==> config.mk <==
export PLATFORM = sky130hd
export DESIGN_NAME = irq_ctrl_unit
export DESIGN_NICKNAME = d
export VERILOG_FILES = /design/src/rtl/irq_pkg.sv /design/src/rtl/irq_status_cell.sv /design/src/rtl/irq_status_bank.sv /design/src/rtl/irq_cfg_regs.sv /design/src/rtl/irq_out_stage.sv /design/src/rtl/irq_ctrl_unit.sv
export SDC_FILE = /design/constraint.sdc
export NUM_CORES = 1
export LEC_CHECK = 0
export BUFFER_PORTS_ARGS = -buffer_cell sky130_fd_sc_hd__clkbuf_2
export CAP_MARGIN = 30
export CORE_MARGIN = 5
export CORE_UTILIZATION = 30
export DETAILED_ROUTE_END_ITERATION = 7
export PLACE_DENSITY = 0.49
export SYNTH_ARGS = -nofsm -noshare
export SYNTH_HDL_FRONTEND = slang
export SYNTH_SLANG_ARGS = --single-unit
==> constraint.sdc <==
create_clock -name clk_i -period 1.47 [get_ports clk_i]
set_clock_uncertainty 0.2 [all_clocks]
set_input_delay 0.294 -clock clk_i [delete_from_list [all_inputs] [get_ports clk_i]]
set_output_delay 0.294 -clock clk_i [all_outputs]
set_load 0.1 [all_outputs]
==> src/rtl/irq_pkg.sv <==
package irq_pkg;

  typedef enum logic [1:0] {
    REG_STATUS = 2'd0,
    REG_MASK   = 2'd1,
    REG_CTRL   = 2'd2,
    REG_NONE   = 2'd3
  } reg_sel_e;

  localparam int CTRL_GEN_BIT = 0;
  localparam int CTRL_AC_BIT  = 1;

  typedef struct packed {
    logic phy_autoclr;
    logic global_en;
  } ctrl_t;

endpackage

==> src/rtl/irq_status_cell.sv <==
module irq_status_cell (
  input  logic clk_i,
  input  logic rst_ni,
  input  logic set_i,
  input  logic clr_i,
  output logic q_o
);
  // set wins over clear so a coincident event is never lost
  always_ff @(posedge clk_i) begin
    if (!rst_ni) q_o <= 1'b0;
    else         q_o <= set_i | (q_o & ~clr_i);
  end
endmodule

==> src/rtl/irq_status_bank.sv <==
module irq_status_bank #(
  parameter int N       = 8,
  parameter int PHY_IDX = N - 1
) (
  input  logic         clk_i,
  input  logic         rst_ni,
  input  logic [N-1:0] evt_i,
  input  logic         rd_clr_i,
  input  logic         phy_autoclr_i,
  output logic [N-1:0] status_o
);
  for (genvar g = 0; g < N; g++) begin : g_bit
    logic clr;
    if (g == PHY_IDX) begin : g_phy
      assign clr = rd_clr_i & phy_autoclr_i;
    end else begin : g_plain
      assign clr = rd_clr_i;
    end
    irq_status_cell u_cell (
      .clk_i  (clk_i),
      .rst_ni (rst_ni),
      .set_i  (evt_i[g]),
      .clr_i  (clr),
      .q_o    (status_o[g])
    );
  end
endmodule

==> src/rtl/irq_cfg_regs.sv <==
module irq_cfg_regs #(
  parameter int N = 8
) (
  input  logic           clk_i,
  input  logic           rst_ni,
  input  logic           wr_mask_i,
  input  logic           wr_ctrl_i,
  input  logic [N-1:0]   wdata_i,
  output logic [N-1:0]   mask_o,
  output irq_pkg::ctrl_t ctrl_o
);
  import irq_pkg::*;

  always_ff @(posedge clk_i) begin
    if (!rst_ni) begin
      mask_o <= '0;
      ctrl_o <= '0;
    end else begin
      if (wr_mask_i) mask_o <= wdata_i;
      if (wr_ctrl_i) begin
        ctrl_o.global_en   <= wdata_i[CTRL_GEN_BIT];
        ctrl_o.phy_autoclr <= wdata_i[CTRL_AC_BIT];
      end
    end
  end
endmodule

==> src/rtl/irq_out_stage.sv <==
module irq_out_stage #(
  parameter int N = 8
) (
  input  logic         clk_i,
  input  logic         rst_ni,
  input  logic [N-1:0] status_i,
  input  logic [N-1:0] mask_i,
  input  logic         global_en_i,
  output logic         irq_o
);
  logic hit;
  assign hit = |(status_i & mask_i);

  always_ff @(posedge clk_i) begin
    if (!rst_ni) irq_o <= 1'b0;
    else         irq_o <= global_en_i & hit;
  end
endmodule

==> src/rtl/irq_ctrl_unit.sv <==
module irq_ctrl_unit #(
  parameter int N       = 8,
  parameter int PHY_IDX = N - 1
) (
  input  logic         clk_i,
  input  logic         rst_ni,
  input  logic [N-1:0] evt_i,
  input  logic         reg_wr_i,
  input  logic         reg_rd_i,
  input  logic [1:0]   reg_addr_i,
  input  logic [N-1:0] reg_wdata_i,
  output logic [N-1:0] reg_rdata_o,
  output logic         irq_o
);
  import irq_pkg::*;

  reg_sel_e     sel;
  logic         rd_status, wr_mask, wr_ctrl;
  logic [N-1:0] status_q, mask_q, rd_word;
  ctrl_t        ctrl_q;

  assign sel       = reg_sel_e'(reg_addr_i);
  assign rd_status = reg_rd_i && (sel == REG_STATUS);
  assign wr_mask   = reg_wr_i && (sel == REG_MASK);
  assign wr_ctrl   = reg_wr_i && (sel == REG_CTRL);

  irq_status_bank #(.N(N), .PHY_IDX(PHY_IDX)) u_status (
    .clk_i         (clk_i),
    .rst_ni        (rst_ni),
    .evt_i         (evt_i),
    .rd_clr_i      (rd_status),
    .phy_autoclr_i (ctrl_q.phy_autoclr),
    .status_o      (status_q)
  );

  irq_cfg_regs #(.N(N)) u_cfg (
    .clk_i     (clk_i),
    .rst_ni    (rst_ni),
    .wr_mask_i (wr_mask),
    .wr_ctrl_i (wr_ctrl),
    .wdata_i   (reg_wdata_i),
    .mask_o    (mask_q),
    .ctrl_o    (ctrl_q)
  );

  irq_out_stage #(.N(N)) u_out (
    .clk_i       (clk_i),
    .rst_ni      (rst_ni),
    .status_i    (status_q),
    .mask_i      (mask_q),
    .global_en_i (ctrl_q.global_en),
    .irq_o       (irq_o)
  );

  always_comb begin
    rd_word = '0;
    unique case (sel)
      REG_STATUS: rd_word = status_q;
      REG_MASK:   rd_word = mask_q;
      REG_CTRL: begin
        rd_word[CTRL_GEN_BIT] = ctrl_q.global_en;
        rd_word[CTRL_AC_BIT]  = ctrl_q.phy_autoclr;
      end
      default:    rd_word = '0;
    endcase
  end

  // captures the pre-clear status value on the read edge
  always_ff @(posedge clk_i) begin
    if (!rst_ni)       reg_rdata_o <= '0;
    else if (reg_rd_i) reg_rdata_o <= rd_word;
    else               reg_rdata_o <= '0;
  end
endmodule

==> results of run 1 <==
-- sequential cells by signal, indices dropped and copies added, names as in the netlist --
signal                     flops
u_cfg.mask_o                   8
u_out.irq_o                    1
u_status.g_bit.u_cell.q_o      8
reg_rdata_o                    8
u_cfg.ctrl_o                   2
-- final timing paths --
check / from / cells past startpoint / end / slack [ps]
max: u_out.irq_o / 1 / irq_o / 90
min: evt_i[2] / 3 / u_status.g_bit[2].u_cell.q_o / -0.9
max reg2reg: u_cfg.ctrl_o[1] / 3 / reg_rdata_o[1] / 410
min reg2reg: u_cfg.mask_o[2] / 2 / u_cfg.mask_o[2] / 290
-- cells in the final DEF, fill, tap and decap left out, drive strengths merged --
cell type,n
nand2,9
clkinv,1
clkbuf,24
dfxtp,27
and3,2
a21oi,7
o21ai,1
a22oi,4
nand3b,3
or3b,1
buf,17
nor3b,1
a21boi,8
dlygate4sd3,4
nand3,8
nor2,7
o2bb2ai,2
a41oi,1
nor2b,10
mux2i,10
-- through the flow --
stage	util	power, mW	instance area [um2]	worst slack [ps]
after floorplan	-	0.894	1040	67.0
after global placement	0.422	0.975	1420	-9.63
after detailed placement	0.422	0.981	1420	-32.3
after CTS	0.442	1.30	1490	78.6
after global routing	0.442	1.35	1490	40.2
final	0.442	1.28	1490	86.1
-- power breakdown --
group          internal [mW]  switching, mW
Clock                  0.102          0.210
Sequential             0.761         0.0240
Combinational         0.0922         0.0936
Total                  0.955          0.328
-- per-layer routing --
metal | track usage | vias up | share of wire
met4 | 0.0292 | 0 | 0.0060
met2 | 0.224 | 17 | 0.53
met5 | 0 | - | 0
met3 | 0.0259 | 2 | 0.053
met1 | 0.136 | 412 | 0.41
li1 | - | 452 | -
-- area by class of cell --
type	count	area (um2)
clock inverter	1	5.00
multi-input combinational	74	475
sequential	27	541
clock buffer	3	22.5
tap	46	57.6
fill	358	1880
timing repair buffer	42	385
-- timing repair --
item	CTS	global route
endpoints found under the setup margin	0	0
endpoints found under the hold margin	4	0
hold buffers	4	0
-- kinds of logic (layout without fill, tap and decap cells) --
| logic type | count (synthesis) | after routing |
|---|---|---|
| and+or+nand+nor | 41 | 41 |
| DFF | 27 | 27 |
| AOI/OAI and AO/OA | 23 | 23 |
| muxes | 10 | 10 |
| buffers and inverters | 6 | 46 |
==> impl_metrics.csv, run 1 <==
group,metric,value,unit
critical_path,cp_top_family,"flip-flops",
outcome,outcome,"finished, violations left",
floorplan,die-width,68.9,um
yosys,synth-async-reset-ratio,0,
yosys,avgSynthCellArea,9.74,um2
power_and_ir_drop,ir_worst_vdd,0.580,mV
yosys,synth_mux_area_frac,0.0960,
sta,hold_viol,2,
yosys,synthCells,107,
final_layout,final_nets,170,
clocking,cts_max_level,1,
final_layout,syn_to_final_growth,42.6,%
final_layout,drive_above_1_share,0.293,
final_layout,antennaDiodeCount,0,
placed_design,dpl.hpwl,2020,um
clocking,cts.sinks,27,
sta,finalCriticalPeriod,1380,ps
placed_design,place.gp.congestion,0.737,
clocking,cts_max_path_buffers,2,
yosys,synthSimpleGateAreaFrac,0.210,
grt,grt_pass1_vias,953,
yosys,synth_seq_area_share,0.519,
drt,wl_per_cell,12.9,um
yosys,ys_seq_elements,27,
drt,drc_errors,0,
grt,grt_max_degree,20,
floorplan,die_h,68.9,um
sta,timing.final.max_slew_violations,0,
yosys,synth_top_area_frac,0.519,
drt,first_iter_violations,19,
critical_path,path_buf_inv,1,
yosys,synth_xor_area_frac,0,
sta,finalCritPeriodShare,0.941,
critical_path,max_stage_delay,390,ps
drt,firstDrtPassIters,4,
drt,num_vias,883,
grt,grt_usage,0.119,
sta,slew_headroom,0.783,
clocking,path_clk_slew,140,ps
power_and_ir_drop,leakagePower,0.613,nW
sta,fin_setup_tns,0,ps
sta,rsz0062_at_grt,"no",
drt,avgViaCountPerCell,4.58,
placed_design,port_buffers,30,
floorplan,io_pins,31,
yosys,synth_area,0.00104,mm2
clocking,clk_latency,320,ps
drt,wl,2500,um
yosys,ys_warn_count,0,
yosys,yosysMostFrequentCell,"dfxtp_1",
floorplan,start_util,0.310,
clocking,cts_tree,"yes",
yosys,synth_edf_count,0,
yosys,synthAdderAreaFrac,0,
flow_run,cap_violations,0,
grt,overflow,0,
worst_hold_path,hold_path.class,"input port to flop",
clocking,cts_resized,0,
floorplan,die-area,0.00475,mm2
critical_path,criticalPathCategory,"flop to output pin",
floorplan,rows,21,
yosys,syn-num-nets,129,
sta,hold_slack,-0.890,ps
sta,worstMarginPinSlew,325,ps
critical_path,cp_max_fo,1,
critical_path,required,980,ps
yosys,synth_top_cell_by_area,"dfxtp_1",
yosys,synth_top_family_by_area,"simple AND/OR/NAND/NOR gates",
floorplan,core,0.00336,mm2
clocking,numCtsBuffers,3,
outcome,violations,"hold timing",
clocking,root_buffer,"clkbuf_4",
yosys,yosys-top-cells-area,"dfxtp_1 (52%), mux2i_1 (9.6%), nor2b_1 (6.0%)",
clocking,cts_setup_buffers,0,
yosys,ys.flop_type,"dfxtp_1",
critical_path,cp-start-kind,"flop",
yosys,synth_compound_area_frac,0.150,
grt,grt_first_pass_wirelength,4220,um
critical_path,cp_slowest_cell,"dfxtp_1",
yosys,ys_types,18,
yosys,synth_commonest_cells,"dfxtp_1 (27), mux2i_1 (10), nor2b_1 (10), nand2_1 (9)",
power_and_ir_drop,pwr_density_cell,863,mW/mm2
critical_path,endpoint_kind,"output pin",
drt,drtAntennaViolNets,0,
sta,setup_violations,0,
critical_path,cp.arrival,890,ps
final_layout,stdcell_count,193,
critical_path,crit_chain,"buf_12",
grt,antenna_found_initial,0,
sta,fmax,0.723,GHz
placed_design,place_inst,185,
(Power assumes the default switching activity.)
==> inputs of run 2 (changes only) <==
CORE_UTILIZATION = 49   (was 30)
CTS_BUF_LIST = sky130_fd_sc_hd__clkbuf_4 sky130_fd_sc_hd__clkbuf_8 sky130_fd_sc_hd__clkbuf_16   (was unset)
PLACE_DENSITY = 0.74   (was 0.49)
==> run 2 against run 1 <==
Against the previous run: the run now ends clean; critical endpoint is now reg_rdata_o[4]; worst hold slack improved by 7.1 ps; critical path depth did not move; via count rose by 5.8%; cell count fell by 7.8%.
==> impl_metrics.csv, run 2 (synthesis results as in run 1) <==
group,metric,value,unit
clocking,cts.sinks,27,
clocking,cts_resized,0,
clocking,cts_max_level,1,
sta,finalCritPeriodShare,0.953,
clocking,clk_latency,330,ps
sta,fmax,0.714,GHz
sta,worst_slack,69.0,ps
critical_path,path_buf_inv,1,
clocking,cts_tree,"yes",
placed_design,port_buffers,30,
final_layout,final_nets,174,
drt,num_vias,934,
final_layout,mostFrequentLayoutCells,"dfxtp_1 (27), clkbuf_2 (21), mux2i_1 (10), nor2b_1 (10)",
power_and_ir_drop,ir_worst_vdd,0.716,mV
power_and_ir_drop,pwr_density_cell,873,mW/mm2
critical_path,crit_chain,"buf_12",
sta,rsz0062_at_grt,"no",
critical_path,max_stage_delay,390,ps
outcome,outcome,"completed",
grt,met1_usage,0.192,
flow_run,cap_violations,0,
floorplan,die_h,56.1,um
grt,grt_max_degree,15,
grt,grt_pass1_vias,956,
worst_hold_path,hold_path.class,"input port to flop",
placed_design,place_ws,-94.8,ps
placed_design,dpl.hpwl,1880,um
final_layout,fillers,146,
critical_path,criticalPathCategory,"flop to output pin",
floorplan,rows,16,
sta,timing.final.max_slew_violations,0,
grt,use_met2,0.299,
final_layout,syn_to_final_growth,44.4,%
power_and_ir_drop,leakagePower,0.631,nW
sta,worstMarginPinSlew,348,ps
final_layout,antennaDiodeCount,0,
sta,setup_violations,0,
grt,grt_first_pass_wirelength,4230,um
critical_path,cp.arrival,910,ps
floorplan,die-width,56.1,um
sta,finalCriticalPeriod,1400,ps
placed_design,place.gp.congestion,0.799,
clocking,path_clk_slew,130,ps
drt,firstDrtPassIters,4,
critical_path,cp_max_fo,1,
drt,first_iter_violations,11,
grt,overflow,0,
drt,drc_errors,0,
clocking,numCtsBuffers,3,
grt,busiest_layer,"met2",
critical_path,cp_slowest_cell,"dfxtp_1",
drt,drtAntennaViolNets,0,
drt,avgViaCountPerCell,5.25,
floorplan,io_pins,31,
critical_path,cp_top_family,"flip-flops",
clocking,cts_max_path_buffers,2,
grt,met3_usage,0.0487,
clocking,hold_buffers,8,
grt,grt_usage,0.167,
drt,wl,2400,um
final_layout,layout_commonest_cell,"dfxtp_1",
floorplan,die-area,0.00315,mm2
critical_path,endpoint_kind,"output pin",
final_layout,drive_above_1_share,0.285,
clocking,root_buffer,"clkbuf_4",
critical_path,cp-start-kind,"flop",
final_layout,reg.largest.list,"reg_rdata_o (8), u_cfg.mask_o (8), u_status.g_bit.u_cell.q_o (8)",
floorplan,start_util,0.521,
clocking,cts_setup_buffers,0,
final_layout,post-route-util,0.752,
grt,antenna_found_initial,0,
critical_path,required,980,ps
drt,wl_per_cell,13.5,um
sta,slew_headroom,0.767,
floorplan,core,0.00200,mm2
sta,hold_viol,0,
-- run 2: metrics by stage --
stage	total power, mW	instances	cell area, um2	hold WS, ps	setup TNS [ps]
floorplan	0.894	107	1040	220	0
global placement	0.972	166	1400	255	0
detailed placement	0.979	166	1400	262	-290
CTS	1.32	178	1510	5.11	0
global route	1.36	178	1510	12.0	0
finish	1.31	178	1510	6.17	0
-- run 2: report_power, final --
group          internal [mW]  switching [mW]  leakage, nW  total [mW]
sequential             0.761          0.0244        0.221       0.785
clock                  0.125           0.209       0.0184       0.334
combinational         0.0990          0.0952        0.391       0.194
total                  0.985           0.329        0.631        1.31
-- run 2: worst register-to-register path, delay by kind of cell (launching register included) --
family           cells  cell delay (ps)
AO/OA/AOI/OAI        1               90
flip-flops           1              350
multiplexers         1              140
AND/OR/NAND/NOR      1              180
-- run 2: final timing paths --
path	start	end	slack, ps	cells after the start
max reg2reg	u_status.g_bit[1].u_cell.q_o	reg_rdata_o[1]	420	3
min	reg_wdata_i[2]	u_cfg.mask_o[2]	6	3
max	reg_rdata_o[4]	reg_rdata_o[4]	70	1
min reg2reg	u_cfg.ctrl_o[0]	u_out.irq_o	290	2
-- run 2: area by class of cell --
type                       instances  area (um2)  area share
clock buffer                       4        30.0      0.0200
timing repair buffer              46         425       0.283
multi-input combinational         74         475       0.316
tap                               27        33.8      0.0224
sequential                        27         541       0.359
-- run 2: layer usage --
metal,vias up,part of all wire
met4,0,0.011
met3,2,0.067
li1,464,-
met5,-,0
met2,27,0.51
met1,441,0.41
